$ cat src/rtl/irq_coal_pkg.sv
package irq_coal_pkg;
  localparam int unsigned VEC_W = 32;
  localparam int unsigned RSVD_POS = 31;

  // cause positions
  localparam int unsigned C_RX_OK    = 0;
  localparam int unsigned C_RX_DESC  = 1;
  localparam int unsigned C_SOFT     = 3;
  localparam int unsigned C_RX_ORUN  = 4;
  localparam int unsigned C_RX_IDLE  = 5;
  localparam int unsigned C_TX_OK    = 6;
  localparam int unsigned C_TX_DESC  = 7;
  localparam int unsigned C_TX_IDLE  = 16;

  localparam logic [VEC_W-1:0] LIVE_SET =
      (VEC_W'(1) << C_RX_OK)   | (VEC_W'(1) << C_RX_DESC) |
      (VEC_W'(1) << C_SOFT)    | (VEC_W'(1) << C_RX_ORUN) |
      (VEC_W'(1) << C_RX_IDLE) | (VEC_W'(1) << C_TX_OK)   |
      (VEC_W'(1) << C_TX_DESC) | (VEC_W'(1) << C_TX_IDLE);

  localparam logic [VEC_W-1:0] LAZY_SET =
      (VEC_W'(1) << C_RX_OK) | (VEC_W'(1) << C_RX_DESC) |
      (VEC_W'(1) << C_TX_OK) | (VEC_W'(1) << C_TX_DESC);

  typedef struct packed {
    logic any_on;
    logic urgent_on;
  } cls_t;
endpackage

$ cat src/rtl/irq_status_bank.sv
module irq_status_bank
  import irq_coal_pkg::*;
(
  input  logic             clk,
  input  logic             rst_n,
  input  logic [VEC_W-1:0] post_vec,
  input  logic [VEC_W-1:0] clr_vec,
  input  logic             mask_we,
  input  logic [VEC_W-1:0] mask_wdata,
  output logic [VEC_W-1:0] status_q,
  output logic [VEC_W-1:0] mask_q,
  output logic             err_q
);
  logic [VEC_W-1:0] set_eff;
  logic [VEC_W-1:0] drop_eff;
  logic [VEC_W-1:0] status_d;

  // reserved and unimplemented positions are stripped before any update
  always_comb begin
    set_eff  = post_vec & LIVE_SET;
    drop_eff = clr_vec & LIVE_SET;
    status_d = (status_q & ~drop_eff) | set_eff;
  end

  always_ff @(posedge clk) begin
    if (!rst_n) begin
      status_q <= '0;
      mask_q   <= '0;
      err_q    <= 1'b0;
    end else begin
      status_q <= status_d;
      if (mask_we) mask_q <= mask_wdata & LIVE_SET;
      err_q    <= post_vec[RSVD_POS] | clr_vec[RSVD_POS];
    end
  end
endmodule

$ cat src/rtl/irq_classify.sv
module irq_classify
  import irq_coal_pkg::*;
(
  input  logic [VEC_W-1:0] status_q,
  input  logic [VEC_W-1:0] mask_q,
  output cls_t             cls
);
  logic [VEC_W-1:0] en_bits;
  logic [VEC_W-1:0] hot_bits;

  for (genvar b = 0; b < VEC_W; b++) begin : g_bit
    assign en_bits[b]  = status_q[b] & mask_q[b];
    assign hot_bits[b] = en_bits[b] & ~LAZY_SET[b];
  end

  assign cls.any_on    = |en_bits;
  assign cls.urgent_on = |hot_bits;
endmodule

$ cat src/rtl/irq_coalesce_timer.sv
module irq_coalesce_timer #(
  parameter int unsigned DLY_W = 16
) (
  input  logic             clk,
  input  logic             rst_n,
  input  irq_coal_pkg::cls_t cls,
  input  logic [DLY_W-1:0] delay_cfg,
  output logic [DLY_W-1:0] cnt_q,
  output logic             pend_q
);
  logic fire;
  assign fire = cls.urgent_on || (cnt_q >= delay_cfg);

  always_ff @(posedge clk) begin
    if (!rst_n) begin
      pend_q <= 1'b0;
      cnt_q  <= '0;
    end else if (!cls.any_on) begin
      pend_q <= 1'b0;
      cnt_q  <= '0;
    end else if (pend_q) begin
      pend_q <= 1'b1;
      cnt_q  <= '0;
    end else if (fire) begin
      pend_q <= 1'b1;
      cnt_q  <= '0;
    end else begin
      cnt_q  <= cnt_q + 1'b1;
    end
  end
endmodule

$ cat src/rtl/irq_coalesce_top.sv
module irq_coalesce_top
  import irq_coal_pkg::*;
#(
  parameter int unsigned DLY_W = 16
) (
  input  logic             clk,
  input  logic             rst_n,
  input  logic [31:0]      post_vec,
  input  logic [31:0]      clr_vec,
  input  logic             mask_we,
  input  logic [31:0]      mask_wdata,
  input  logic [DLY_W-1:0] delay_cfg,
  output logic [31:0]      status_o,
  output logic             irq_o,
  output logic             rsvd_err_o
);
  logic [VEC_W-1:0] status_q;
  logic [VEC_W-1:0] mask_q;
  logic             err_q;
  cls_t             cls;
  logic [DLY_W-1:0] dly_cnt;
  logic             pend_q;

  irq_status_bank u_bank (
    .clk       (clk),
    .rst_n     (rst_n),
    .post_vec  (post_vec),
    .clr_vec   (clr_vec),
    .mask_we   (mask_we),
    .mask_wdata(mask_wdata),
    .status_q  (status_q),
    .mask_q    (mask_q),
    .err_q     (err_q)
  );

  irq_classify u_cls (
    .status_q(status_q),
    .mask_q  (mask_q),
    .cls     (cls)
  );

  irq_coalesce_timer #(.DLY_W(DLY_W)) u_tmr (
    .clk      (clk),
    .rst_n    (rst_n),
    .cls      (cls),
    .delay_cfg(delay_cfg),
    .cnt_q    (dly_cnt),
    .pend_q   (pend_q)
  );

  assign status_o   = status_q;
  assign irq_o      = pend_q;
  assign rsvd_err_o = err_q;
endmodule

$ cat config.mk
export PLATFORM = sky130hd
export DESIGN_NAME = irq_coalesce_top
export DESIGN_NICKNAME = d
export VERILOG_FILES = /design/src/rtl/irq_coal_pkg.sv /design/src/rtl/irq_status_bank.sv /design/src/rtl/irq_classify.sv /design/src/rtl/irq_coalesce_timer.sv /design/src/rtl/irq_coalesce_top.sv
export SDC_FILE = /design/constraint.sdc
export NUM_CORES = 1
export LEC_CHECK = 0
export BUFFER_PORTS_ARGS = -buffer_cell sky130_fd_sc_hd__buf_2
export CORE_MARGIN = 1.5
export CORE_UTILIZATION = 43
export CTS_CLUSTER_DIAMETER = 60
export DETAILED_ROUTE_END_ITERATION = 6
export GPL_TIMING_DRIVEN = 0
export PLACE_DENSITY = 0.9
export SLEW_MARGIN = 30
export SYNTH_ARGS = -nofsm -noshare
export SYNTH_HDL_FRONTEND = slang
export SYNTH_SLANG_ARGS = --single-unit
$ cat constraint.sdc
create_clock -name clk -period 3.04 [get_ports clk]
set_input_delay 0.304 -clock clk [delete_from_list [all_inputs] [get_ports clk]]
set_output_delay 0.304 -clock clk [all_outputs]
set_load 0.01 [all_outputs]
==> flow_results.xml, run 1 <==
<?xml version="1.0" encoding="UTF-8"?>
<metrics>
  <group name="run_status">
    <metric name="run_status" unit="">complete, no violations</metric>
  </group>
  <group name="placed_design">
    <metric name="portBuffers" unit="">52</metric>
    <metric name="globalplace.congestion" unit="">0.778</metric>
    <metric name="final_hpwl_from_detailed_placement" unit="um">3080</metric>
  </group>
  <group name="detailed_routing">
    <metric name="routed_wirelength" unit="um">3810</metric>
    <metric name="drc" unit="">0</metric>
    <metric name="drt_iter0_markers" unit="">58</metric>
    <metric name="final_antenna_net_count" unit="">0</metric>
    <metric name="route.detailed.vias_per_inst" unit="">4.59</metric>
    <metric name="detail_route.wl_per_cell" unit="um">10.9</metric>
    <metric name="drt_pass1_iterations" unit="">4</metric>
    <metric name="vias" unit="">1612</metric>
  </group>
  <group name="worst_setup_path">
    <metric name="worstPathRequired" unit="ns">3.26</metric>
    <metric name="slowest_stage" unit="">a2111oi_0</metric>
    <metric name="cp-start-kind" unit="">flip-flop</metric>
    <metric name="critical_path_arrival" unit="ns">2.49</metric>
    <metric name="critical-path-max-stage-delay" unit="ns">0.57</metric>
    <metric name="path_depth" unit="">8</metric>
    <metric name="endpoint_kind" unit="">flip-flop</metric>
    <metric name="r2r_cells" unit="">8</metric>
    <metric name="crit_chain" unit="">inv_1, ha_1, nand2b_1, a2111oi_0, or4_4, nand4_4, buf_12, nor2_2</metric>
    <metric name="critical_path_class" unit="">flip-flop to flip-flop</metric>
    <metric name="crit_path_max_fanout" unit="">10</metric>
    <metric name="critPathTopFamily" unit="">simple AND/OR/NAND/NOR gates</metric>
    <metric name="worst-path-buf-inv" unit="">2</metric>
  </group>
  <group name="sta">
    <metric name="setup_repair_after_global_routing_missed_its_margin" unit="">no</metric>
    <metric name="achievable_clock_frequency" unit="GHz">0.441</metric>
    <metric name="worst_clock_skew" unit="ns">0.00422</metric>
    <metric name="drv_slew" unit="">0</metric>
    <metric name="finalHoldViolCount" unit="">0</metric>
    <metric name="timing.hold.ws" unit="ns">0.219</metric>
    <metric name="maxSlewHeadroom" unit="%">60.8</metric>
    <metric name="post-route-period-util" unit="%">74.5</metric>
    <metric name="setup-tns-final" unit="ns">0</metric>
    <metric name="finalWorstPathRequiredPeriod" unit="ns">2.27</metric>
    <metric name="timing.final.setup_violations" unit="">0</metric>
    <metric name="tightestPinTransition" unit="ns">0.574</metric>
  </group>
  <group name="power">
    <metric name="pwr_density_cell" unit="mW/mm2">414</metric>
    <metric name="power_frac_clock" unit="%">39.8</metric>
    <metric name="switching_power_total" unit="uW">255</metric>
    <metric name="intPower" unit="uW">788</metric>
    <metric name="power.ir.vdd_worst" unit="mV">0.196</metric>
    <metric name="netSwitchingFraction" unit="%">24.4</metric>
    <metric name="p_seq_share" unit="%">45.4</metric>
    <metric name="fin_total_pwr" unit="uW">1040</metric>
    <metric name="leakagePower" unit="uW">0.00123</metric>
    <metric name="gate_power_share" unit="%">14.8</metric>
  </group>
  <group name="global_routing">
    <metric name="via_count_of_the_first_global_routing_pass" unit="">1556</metric>
    <metric name="grt_pass1_wl" unit="um">6560</metric>
    <metric name="groute.usage.overall" unit="%">16.5</metric>
    <metric name="antenna_found_initial" unit="">0</metric>
    <metric name="global_route.overflow_total" unit="">0</metric>
    <metric name="maximum_number_of_pins_on_one_net_before_global_route_repair" unit="">13</metric>
  </group>
  <group name="floorplan">
    <metric name="die_width" unit="um">71.1</metric>
    <metric name="die_footprint" unit="mm2">0.00505</metric>
    <metric name="core" unit="mm2">0.00441</metric>
    <metric name="floorplan.rows" unit="">24</metric>
    <metric name="boundary_pins" unit="">149</metric>
    <metric name="initial_core_util" unit="%">45.2</metric>
    <metric name="dieHeight" unit="um">71.1</metric>
  </group>
  <group name="logic_synthesis">
    <metric name="yosys_warnings" unit="">0</metric>
    <metric name="netlist_instances" unit="">216</metric>
    <metric name="syn_area_cell" unit="um2">9.23</metric>
    <metric name="seq_area_frac_synth" unit="%">34.1</metric>
    <metric name="netlist_area" unit="mm2">0.00199</metric>
    <metric name="synth.distinct_cells" unit="">33</metric>
    <metric name="synth_seq_cells" unit="">34</metric>
  </group>
  <group name="layout">
    <metric name="final-seq-area" unit="um2">681</metric>
    <metric name="layout.nets" unit="">430</metric>
    <metric name="layout-area-overhead-vs-synth" unit="%">26.4</metric>
    <metric name="multi_input_gate_area" unit="mm2">0.00112</metric>
    <metric name="layout.filler_cells" unit="">399</metric>
    <metric name="n_antenna_cell" unit="">0</metric>
    <metric name="drive_above_1_share" unit="%">33.4</metric>
  </group>
  <group name="hold_path">
    <metric name="hp-class" unit="">input pin to flip-flop</metric>
    <metric name="hold-path-cell-count" unit="">2</metric>
  </group>
  <group name="job">
    <metric name="timing.max_cap.violations" unit="">0</metric>
  </group>
  <group name="clocking">
    <metric name="worst_skew_pair.late_latency" unit="ns">0.28</metric>
    <metric name="clk_pin_slew_worst_paths" unit="ns">0.07</metric>
    <metric name="numClockSinks" unit="">34</metric>
    <metric name="cts_htree_levels" unit="">2</metric>
    <metric name="cts_inserted_buffers" unit="">5</metric>
    <metric name="clk_root_buffer_cell" unit="">clkbuf_8</metric>
    <metric name="max-clock-path-buffers" unit="">2</metric>
    <metric name="post_cts_resized" unit="">0</metric>
    <metric name="cts_tree" unit="">done</metric>
    <metric name="post_cts_hold_buffer_count" unit="">0</metric>
    <metric name="post-cts-setup-buffers" unit="">0</metric>
  </group>
</metrics>
[cell usage after synthesis]
| library cell | count | area [um2] |
|---|---|---|
| nor2_1 | 13 | 48.8 |
| nand3_1 | 8 | 40.0 |
| and3_4 | 1 | 11.3 |
| buf_4 | 24 | 180 |
| o21ai_0 | 2 | 10.0 |
| conb_1 | 1 | 3.75 |
| nand2_1 | 8 | 30.0 |
| clkbuf_1 | 3 | 11.3 |
| nor3_1 | 2 | 10.0 |
| buf_12 | 1 | 20.0 |
| nand4_1 | 3 | 18.8 |
| a22oi_1 | 4 | 30.0 |
| a221oi_2 | 1 | 15.0 |
| xnor2_1 | 10 | 87.6 |
| a21oi_1 | 3 | 15.0 |
| o21a_1 | 11 | 82.6 |
| a2bb2oi_1 | 1 | 8.76 |
| a31oi_1 | 1 | 6.26 |
| ha_1 | 17 | 213 |
| a2111oi_0 | 1 | 8.76 |
| xor2_1 | 4 | 35.0 |
| and4_1 | 3 | 26.3 |
| or4_4 | 1 | 11.3 |
| and3_1 | 2 | 12.5 |
| nor2_2 | 10 | 62.6 |
| dfxtp_1 | 34 | 681 |
| nor2b_1 | 16 | 100 |
| mux2i_1 | 8 | 80.1 |
| nand2b_1 | 1 | 6.26 |
| a21o_1 | 1 | 7.51 |
| nand4_4 | 1 | 21.3 |
| inv_1 | 19 | 71.3 |
| a2111oi_4 | 1 | 27.5 |
[kinds of logic after synthesis]
family,Yosys count,synth area share (%)
compound gates,26,10.6
xor+xnor,14,6.15
fa+ha+maj,17,10.7
buf+inv,47,14.2
flops,34,34.1
mux,8,4.02
other cells,1,0.188
simple gates,69,20.0
[cells in the final DEF, fill, tap and decap left out, types with 2 or more instances in the layout]
cell type   Yosys  layout
and3_1          2       2
conb_1          1      24
o21ai_0         2       2
nor3_1          2       2
clkbuf_1        3       3
clkbuf_8        0       5
xor2_1          4       4
ha_1           17      17
nand2_1         8       8
nor2b_1        16      16
inv_1          19      19
a21oi_1         3       3
a22oi_1         4       4
nand4_1         3       3
dfxtp_1        34      34
and4_1          3       3
buf_2           0      52
nor2_2         10      10
clkinvlp_4      0       2
o21a_1         11      11
mux2i_1         8       8
nor2_1         13      13
xnor2_1        10      10
nand3_1         8       8
buf_4          24      24
[area by class of cell]
cell class	count	area share, %
Multi-Input combinational cell	158	44.3
Clock inverter	3	1.79
Clock buffer	5	2.73
Inverter	19	2.83
Tap cell	52	2.58
Timing Repair Buffer	52	10.3
Sequential cell	34	27.0
Buffer	28	8.40
[final timing paths]
kind / from / to / slack [ns]
setup / recovery: u_tmr.cnt_q[0] / u_tmr.cnt_q[7] / 0.77
setup reg to reg: u_tmr.cnt_q[0] / u_tmr.cnt_q[7] / 0.77
hold reg to reg: u_tmr.cnt_q[0] / u_tmr.cnt_q[0] / 0.50
hold / removal: post_vec[31] / u_bank.err_q / 0.22
[registers in the layout, indices dropped and copies added (netlist names)]
signal / count
u_bank.err_q: 1
u_bank.mask_q: 8
u_tmr.pend_q: 1
u_tmr.cnt_q: 16
u_bank.status_q: 8
[through the flow]
step                      setup slack (ns)  util (%)  cell area (um2)  std cells
after floorplan                       1.15         -             2080        239
after global placement               0.863      54.5             2400        343
after detailed placement             0.805      54.5             2400        343
after CTS                            0.778      57.1             2520        351
after global routing                 0.554      57.1             2520        351
final                                0.775      57.1             2520        351
[power by group through the flow]
stage          Sequential [uW]  Combinational (uW)  Clock (uW)
6_report                   474                 155         415
3_5_place_dp               484                 155           0
3_3_place_gp               483                 152           0
5_1_grt                    476                 173         446
2_1_floorplan              485                 104           0
4_1_cts                    473                 156         429
[metal layers]
metal | GRT usage [%] | wire [um] | vias up
met2 | 27.1 | 1830 | 57
met3 | 6.13 | 263 | 2
met1 | 19.9 | 1700 | 713
met4 | 5.66 | 21 | 0
li1 | - | - | 840
met5 | 0 | 0 | -
(Power assumes the default switching activity.)
==> run 2: changes to the inputs <==
--- a/config.mk
+++ b/config.mk
@@ -7,11 +7,11 @@
 export LEC_CHECK = 0
 export BUFFER_PORTS_ARGS = -buffer_cell sky130_fd_sc_hd__buf_2
 export CORE_MARGIN = 1.5
-export CORE_UTILIZATION = 43
+export CORE_UTILIZATION = 36
 export CTS_CLUSTER_DIAMETER = 60
 export DETAILED_ROUTE_END_ITERATION = 6
 export GPL_TIMING_DRIVEN = 0
-export PLACE_DENSITY = 0.9
+export PLACE_DENSITY = 0.81
 export SLEW_MARGIN = 30
 export SYNTH_ARGS = -nofsm -noshare
 export SYNTH_HDL_FRONTEND = slang
==> constraint.sdc (replaced) <==
create_clock -name clk -period 1.9 [get_ports clk]
set_input_delay 0.19 -clock clk [delete_from_list [all_inputs] [get_ports clk]]
set_output_delay 0.19 -clock clk [all_outputs]
set_load 0.01 [all_outputs]
==> flow_results.xml, run 2 (synthesis gave the netlist of run 1 again) <==
<?xml version="1.0" encoding="UTF-8"?>
<metrics>
  <group name="run_status">
    <metric name="run_status" unit="">finished, violations left</metric>
    <metric name="violations" unit="">setup timing</metric>
  </group>
  <group name="global_routing">
    <metric name="global_route.overflow_total" unit="">0</metric>
    <metric name="antenna_found_initial" unit="">0</metric>
    <metric name="maximum_number_of_pins_on_one_net_before_global_route_repair" unit="">12</metric>
    <metric name="groute.usage.overall" unit="%">14.7</metric>
    <metric name="grt_pass1_wl" unit="um">7020</metric>
    <metric name="via_count_of_the_first_global_routing_pass" unit="">1669</metric>
  </group>
  <group name="layout">
    <metric name="layout.nets" unit="">451</metric>
    <metric name="biggestRegsByFlops" unit="">u_tmr.cnt_q: 16 flops, u_bank.mask_q: 8 flops, u_bank.status_q: 8 flops</metric>
    <metric name="number_of_flip_flops_in_the_largest_register" unit="">16</metric>
    <metric name="largest_register" unit="">u_tmr.cnt_q</metric>
    <metric name="layout-area-overhead-vs-synth" unit="%">47.2</metric>
    <metric name="layout.cells.most_common" unit="">buf_2</metric>
    <metric name="n_antenna_cell" unit="">0</metric>
    <metric name="drive_above_1_share" unit="%">47.2</metric>
    <metric name="layout_common_cells" unit="">buf_2, buf_4, conb_1</metric>
    <metric name="post-route-util" unit="%">56.0</metric>
  </group>
  <group name="worst_setup_path">
    <metric name="crit_chain" unit="">ha_4, and4_4, nand2_4, or4_4, nand4_4, buf_12, buf_12, nor2_2</metric>
    <metric name="critical_path_class" unit="">flip-flop to flip-flop</metric>
    <metric name="timing.rr.end" unit="">u_tmr.cnt_q[7]</metric>
    <metric name="cp-start-kind" unit="">flip-flop</metric>
    <metric name="endpoint_kind" unit="">flip-flop</metric>
    <metric name="crit_start" unit="">u_tmr.cnt_q[14]</metric>
    <metric name="critical_path_arrival" unit="ns">2.12</metric>
    <metric name="critical-path-max-stage-delay" unit="ns">0.55</metric>
    <metric name="r2r_cells" unit="">8</metric>
    <metric name="timing.critical_path.mode_cell" unit="">buf_12</metric>
    <metric name="regToRegSetupSlack" unit="ns">-0.05</metric>
    <metric name="crit_path_max_fanout" unit="">5</metric>
    <metric name="slowest_stage" unit="">or4_4</metric>
    <metric name="worstPathRequired" unit="ns">2.07</metric>
    <metric name="reg2reg_from" unit="">u_tmr.cnt_q[14]</metric>
  </group>
  <group name="power">
    <metric name="leakagePower" unit="uW">0.00139</metric>
    <metric name="pwr_density_cell" unit="mW/mm2">585</metric>
    <metric name="fin_total_pwr" unit="uW">1720</metric>
    <metric name="power.ir.vdd_worst" unit="mV">0.384</metric>
  </group>
  <group name="detailed_routing">
    <metric name="drt_iter0_markers" unit="">40</metric>
    <metric name="detail_route.wl_per_cell" unit="um">11.1</metric>
    <metric name="vias" unit="">1675</metric>
    <metric name="final_antenna_net_count" unit="">0</metric>
    <metric name="route.detailed.vias_per_inst" unit="">4.29</metric>
    <metric name="routed_wirelength" unit="um">4350</metric>
    <metric name="drc" unit="">0</metric>
    <metric name="drt_pass1_iterations" unit="">4</metric>
  </group>
  <group name="clocking">
    <metric name="numClockSinks" unit="">34</metric>
    <metric name="post_cts_hold_buffer_count" unit="">0</metric>
    <metric name="clk_pin_slew_worst_paths" unit="ns">0.07</metric>
    <metric name="worst_skew_pair.late_latency" unit="ns">0.28</metric>
    <metric name="cts_inserted_buffers" unit="">5</metric>
    <metric name="cts_htree_levels" unit="">2</metric>
    <metric name="clk_root_buffer_cell" unit="">clkbuf_8</metric>
    <metric name="cts_tree" unit="">done</metric>
    <metric name="max-clock-path-buffers" unit="">2</metric>
  </group>
  <group name="sta">
    <metric name="worst_clock_skew" unit="ns">0.00525</metric>
    <metric name="tightestPinTransition" unit="ns">0.554</metric>
    <metric name="maxSlewHeadroom" unit="%">63.0</metric>
    <metric name="finalWorstPathRequiredPeriod" unit="ns">1.95</metric>
    <metric name="post-route-period-util" unit="%">103</metric>
    <metric name="setup_repair_after_global_routing_missed_its_margin" unit="">yes</metric>
    <metric name="timing.hold.ws" unit="ns">0.106</metric>
    <metric name="finalHoldViolCount" unit="">0</metric>
    <metric name="layout_setup_ws" unit="ns">-0.0480</metric>
    <metric name="timing.final.setup_violations" unit="">11</metric>
    <metric name="drv_slew" unit="">0</metric>
    <metric name="achievable_clock_frequency" unit="GHz">0.513</metric>
  </group>
  <group name="floorplan">
    <metric name="die_width" unit="um">77.4</metric>
    <metric name="initial_core_util" unit="%">38.1</metric>
    <metric name="floorplan.rows" unit="">26</metric>
    <metric name="die_footprint" unit="mm2">0.00599</metric>
    <metric name="dieHeight" unit="um">77.4</metric>
    <metric name="core" unit="mm2">0.00524</metric>
    <metric name="boundary_pins" unit="">149</metric>
  </group>
  <group name="placed_design">
    <metric name="portBuffers" unit="">52</metric>
    <metric name="final_hpwl_from_detailed_placement" unit="um">3080</metric>
    <metric name="globalplace.congestion" unit="">0.809</metric>
  </group>
  <group name="hold_path">
    <metric name="hp-class" unit="">input pin to flip-flop</metric>
    <metric name="worst_hold_endpoint" unit="">u_bank.err_q</metric>
    <metric name="hold_start" unit="">post_vec[31]</metric>
    <metric name="hold-path-cell-count" unit="">2</metric>
  </group>
  <group name="job">
    <metric name="timing.max_cap.violations" unit="">0</metric>
  </group>
</metrics>
==> run 2: cell count changes in the layout (fill, tap and decap cells not counted), moves of 2 or more <==
| cell | before | now |
|---|---|---|
| nor2_1 | 13 | 10 |
| ha_4 | 0 | 9 |
| buf_4 | 24 | 42 |
| buf_12 | 1 | 4 |
| clkinvlp_4 | 2 | 0 |
| dfxtp_4 | 0 | 5 |
| ha_1 | 17 | 8 |
| dfxtp_2 | 0 | 7 |
| clkinv_2 | 0 | 2 |
| nor2_4 | 0 | 2 |
| dfxtp_1 | 34 | 22 |
| and4_4 | 0 | 2 |
| and4_1 | 3 | 1 |
==> run 2: worst max path at each step <==
stage               cells after the start  slack, ns              end
floorplan                               8       0.03   u_tmr.cnt_q[8]
global placement                        8      -0.36   u_tmr.cnt_q[8]
detailed placement                      8      -0.36   u_tmr.cnt_q[8]
CTS                                     8      -0.01   u_tmr.cnt_q[7]
global route                            8      -0.09  u_tmr.cnt_q[12]
finish                                  8      -0.05   u_tmr.cnt_q[7]
==> run 2: layer usage <==
metal  up-vias  track usage, %  part of all wire, %  routed length, um
li1        882               -                    -                  -
met1       723            17.7                   46               2010
met2        64            24.7                   45               1960
met3         6            4.71                  7.2                314
met4         0            4.36                  1.5                 65
met5         -               0                    0                  0
==> run 2: through the flow <==
step                setup TNS [ns]  worst slack [ns]  cells  cell area, um2
finish                      -0.429           -0.0480    390            2930
global route                -0.854           -0.0873    390            2930
CTS                         -0.112           -0.0125    385            2850
detailed placement           -4.73            -0.364    361            2430
global placement             -4.68            -0.358    361            2430
floorplan                        0            0.0281    239            2080
==> run 2: power breakdown <==
part | switching (uW) | leakage [uW] | internal, uW | total, uW
combinational | 140 | 0.00104 | 178 | 317
clock | 261 | 0.0000579 | 386 | 647
sequential | 18.0 | 0.000286 | 733 | 751
==> run 2: layout make-up <==
| cell class | instances | area (um2) |
|---|---|---|
| Clock buffer | 5 | 68.8 |
| Inverter | 19 | 71.3 |
| Timing Repair Buffer | 73 | 455 |
| Tap cell | 70 | 87.6 |
| Multi-Input combinational cell | 158 | 1290 |
| Sequential cell | 34 | 708 |
| Clock inverter | 3 | 40.0 |
| Fill cell | 488 | 2300 |
| Buffer | 28 | 211 |
==> run 2: worst max-delay path: cells and delay by family, from the launching register on <==
| kind | cells | cell delay [ns] |
|---|---|---|
| flops | 1 | 0.35 |
| buf+inv | 2 | 0.23 |
| simple gates | 5 | 0.98 |
| fa+ha+maj | 1 | 0.27 |
==> run 2: repair_timing <==
action | CTS | global route
pin swaps | 14 | 8
setup endpoints to repair | 17 | 16
resized for setup | 33 | 8
setup buffers | 15 | 6
gates cloned | 1 | 0
==> run 3: changes to the inputs <==
--- a/config.mk
+++ b/config.mk
@@ -5,13 +5,15 @@
 export SDC_FILE = /design/constraint.sdc
 export NUM_CORES = 1
 export LEC_CHECK = 0
+export ABC_CLOCK_PERIOD_IN_PS = 2250
 export BUFFER_PORTS_ARGS = -buffer_cell sky130_fd_sc_hd__buf_2
+export CAP_MARGIN = 20
 export CORE_MARGIN = 1.5
-export CORE_UTILIZATION = 36
+export CORE_UTILIZATION = 43
 export CTS_CLUSTER_DIAMETER = 60
 export DETAILED_ROUTE_END_ITERATION = 6
 export GPL_TIMING_DRIVEN = 0
-export PLACE_DENSITY = 0.81
+export PLACE_DENSITY = 0.9
 export SLEW_MARGIN = 30
 export SYNTH_ARGS = -nofsm -noshare
 export SYNTH_HDL_FRONTEND = slang
==> constraint.sdc (replaced) <==
create_clock -name clk -period 2.25 [get_ports clk]
set_input_delay 0.225 -clock clk [delete_from_list [all_inputs] [get_ports clk]]
set_output_delay 0.225 -clock clk [all_outputs]
set_load 0.01 [all_outputs]
==> flow_results.xml, run 3 (synthesis gave the netlist of run 1 again) <==
<?xml version="1.0" encoding="UTF-8"?>
<metrics>
  <group name="worst_setup_path">
    <metric name="critical_path_arrival" unit="ns">2.26</metric>
    <metric name="crit_chain" unit="">ha_1, and4_1, nand2_1, or4_4, nand4_4, buf_12, nor2_2</metric>
    <metric name="cp-start-kind" unit="">flip-flop</metric>
    <metric name="critical_path_class" unit="">flip-flop to flip-flop</metric>
    <metric name="critical-path-max-stage-delay" unit="ns">0.57</metric>
    <metric name="crit_path_max_fanout" unit="">10</metric>
    <metric name="worstPathRequired" unit="ns">2.43</metric>
    <metric name="reg2reg_from" unit="">u_tmr.cnt_q[15]</metric>
    <metric name="slowest_stage" unit="">or4_4</metric>
    <metric name="endpoint_kind" unit="">flip-flop</metric>
    <metric name="crit_start" unit="">u_tmr.cnt_q[15]</metric>
  </group>
  <group name="floorplan">
    <metric name="die_width" unit="um">71.1</metric>
    <metric name="initial_core_util" unit="%">45.2</metric>
    <metric name="boundary_pins" unit="">149</metric>
    <metric name="dieHeight" unit="um">71.1</metric>
    <metric name="die_footprint" unit="mm2">0.00505</metric>
    <metric name="core" unit="mm2">0.00441</metric>
    <metric name="floorplan.rows" unit="">24</metric>
  </group>
  <group name="global_routing">
    <metric name="global_route.overflow_total" unit="">0</metric>
    <metric name="via_count_of_the_first_global_routing_pass" unit="">1556</metric>
    <metric name="maximum_number_of_pins_on_one_net_before_global_route_repair" unit="">13</metric>
    <metric name="antenna_found_initial" unit="">0</metric>
    <metric name="grt_pass1_wl" unit="um">6550</metric>
    <metric name="groute.usage.overall" unit="%">16.5</metric>
  </group>
  <group name="detailed_routing">
    <metric name="routed_wirelength" unit="um">3850</metric>
    <metric name="drt_pass1_iterations" unit="">2</metric>
    <metric name="detail_route.wl_per_cell" unit="um">11.0</metric>
    <metric name="final_antenna_net_count" unit="">0</metric>
    <metric name="route.detailed.vias_per_inst" unit="">4.62</metric>
    <metric name="drc" unit="">0</metric>
    <metric name="drt_iter0_markers" unit="">59</metric>
    <metric name="vias" unit="">1623</metric>
  </group>
  <group name="sta">
    <metric name="drv_slew" unit="">0</metric>
    <metric name="worst_clock_skew" unit="ns">0.00408</metric>
    <metric name="layout_setup_ws" unit="ns">0.177</metric>
    <metric name="setup-tns-final" unit="ns">0</metric>
    <metric name="finalWorstPathRequiredPeriod" unit="ns">2.07</metric>
    <metric name="achievable_clock_frequency" unit="GHz">0.482</metric>
    <metric name="maxSlewHeadroom" unit="%">63.7</metric>
    <metric name="finalHoldViolCount" unit="">0</metric>
    <metric name="tightestPinTransition" unit="ns">0.544</metric>
    <metric name="setup_repair_after_global_routing_missed_its_margin" unit="">no</metric>
    <metric name="timing.final.setup_violations" unit="">0</metric>
    <metric name="post-route-period-util" unit="%">92.1</metric>
  </group>
  <group name="clocking">
    <metric name="cts_tree" unit="">done</metric>
    <metric name="cts_inserted_buffers" unit="">5</metric>
    <metric name="post_cts_hold_buffer_count" unit="">0</metric>
    <metric name="worst_skew_pair.late_latency" unit="ns">0.29</metric>
    <metric name="clk_root_buffer_cell" unit="">clkbuf_8</metric>
    <metric name="clk_pin_slew_worst_paths" unit="ns">0.07</metric>
    <metric name="numClockSinks" unit="">34</metric>
    <metric name="max-clock-path-buffers" unit="">2</metric>
    <metric name="cts_htree_levels" unit="">2</metric>
  </group>
  <group name="layout">
    <metric name="drive_above_1_share" unit="%">34.4</metric>
    <metric name="design_area" unit="mm2">0.00253</metric>
    <metric name="n_antenna_cell" unit="">0</metric>
    <metric name="layout.nets" unit="">430</metric>
    <metric name="layout_common_cells" unit="">buf_2, dfxtp_1, buf_4, conb_1, inv_1</metric>
    <metric name="number_of_flip_flops_in_the_largest_register" unit="">16</metric>
    <metric name="layout.cells.most_common" unit="">buf_2</metric>
    <metric name="biggestRegsByFlops" unit="">u_tmr.cnt_q: 16 flops, u_bank.mask_q: 8 flops, u_bank.status_q: 8 flops</metric>
    <metric name="largest_register" unit="">u_tmr.cnt_q</metric>
    <metric name="post-route-util" unit="%">57.4</metric>
    <metric name="layout-area-overhead-vs-synth" unit="%">27.1</metric>
  </group>
  <group name="power">
    <metric name="netSwitchingFraction" unit="%">24.6</metric>
    <metric name="p_seq_share" unit="%">45.2</metric>
    <metric name="gate_power_share" unit="%">14.9</metric>
    <metric name="power_frac_clock" unit="%">39.8</metric>
    <metric name="pwr_density_cell" unit="mW/mm2">559</metric>
    <metric name="switching_power_total" unit="uW">347</metric>
    <metric name="power.ir.vdd_worst" unit="mV">0.267</metric>
    <metric name="intPower" unit="uW">1070</metric>
    <metric name="leakagePower" unit="uW">0.00124</metric>
  </group>
  <group name="placed_design">
    <metric name="portBuffers" unit="">52</metric>
    <metric name="placement.cell_area" unit="mm2">0.00240</metric>
    <metric name="globalplace.congestion" unit="">0.778</metric>
    <metric name="dpl_worst_slack" unit="ns">0.0149</metric>
    <metric name="final_hpwl_from_detailed_placement" unit="um">3080</metric>
  </group>
  <group name="job">
    <metric name="timing.max_cap.violations" unit="">0</metric>
  </group>
  <group name="hold_path">
    <metric name="hp-class" unit="">input pin to flip-flop</metric>
    <metric name="hold_start" unit="">post_vec[31]</metric>
  </group>
  <group name="run_status">
    <metric name="run_status" unit="">complete, no violations</metric>
  </group>
</metrics>
==> run 3: changes by cell type in the layout (fill, tap and decap cells not counted), moves of 3 or more <==
cell	change
ha_4	-9
buf_4	-18
dfxtp_4	-5
buf_12	-3
dfxtp_2	-6
ha_1	+9
dfxtp_1	+11
nor2_1	+3
==> run 3: power by group through the flow <==
| stage | sequential [uW] | clock [uW] | combinational (uW) |
|---|---|---|---|
| final | 640 | 563 | 211 |
| after global routing | 643 | 602 | 237 |
| after CTS | 640 | 579 | 211 |
| after detailed placement | 653 | 0 | 210 |
| after global placement | 653 | 0 | 205 |
| after floorplan | 655 | 0 | 140 |
==> run 3: critical path: cells and delay by family (launching register included) <==
| kind | cells | cell delay [ns] |
|---|---|---|
| and+or+nand+nor | 5 | 1.14 |
| DFF | 1 | 0.33 |
| adders and majority gates | 1 | 0.33 |
| buffers and inverters | 1 | 0.16 |
==> run 3: final timing paths <==
kind | to | slack, ns | depth (start not counted)
setup / recovery | u_tmr.cnt_q[7] | 0.18 | 7
hold / removal | u_bank.err_q | 0.13 | 2
setup reg to reg | u_tmr.cnt_q[7] | 0.18 | 7
hold reg to reg | u_tmr.cnt_q[0] | 0.45 | 1
==> run 3: through the flow <==
step                      total power, uW  hold WS [ns]  std cells
final                                1410         0.133        351
after global routing                 1480         0.136        351
after CTS                            1430         0.128        351
after detailed placement              863         0.435        343
after global placement                857         0.424        343
after floorplan                       795         0.335        239
==> run 3: cell type report <==
cell class	instances	area, um2
buffer	28	211
clock buffer	5	68.8
clock inverter	3	45.0
fill	397	1880
inverter	19	71.3
multi-input combinational	158	1130
sequential	34	682
tap	52	65.1
timing repair buffer	52	260
==> run 3: per-layer routing <==
layer	global-route usage [%]	vias up	wire length, um
met4	5.66	0	47
met2	27.1	58	1810
met3	6.13	5	282
met5	0	-	0
met1	19.8	715	1710
li1	-	845	-
==> run 3: timing repair <==
item                                    CTS  global route
buffers inserted                          0             0
endpoints found under the setup margin    4            10
gates resized for setup                   1             3
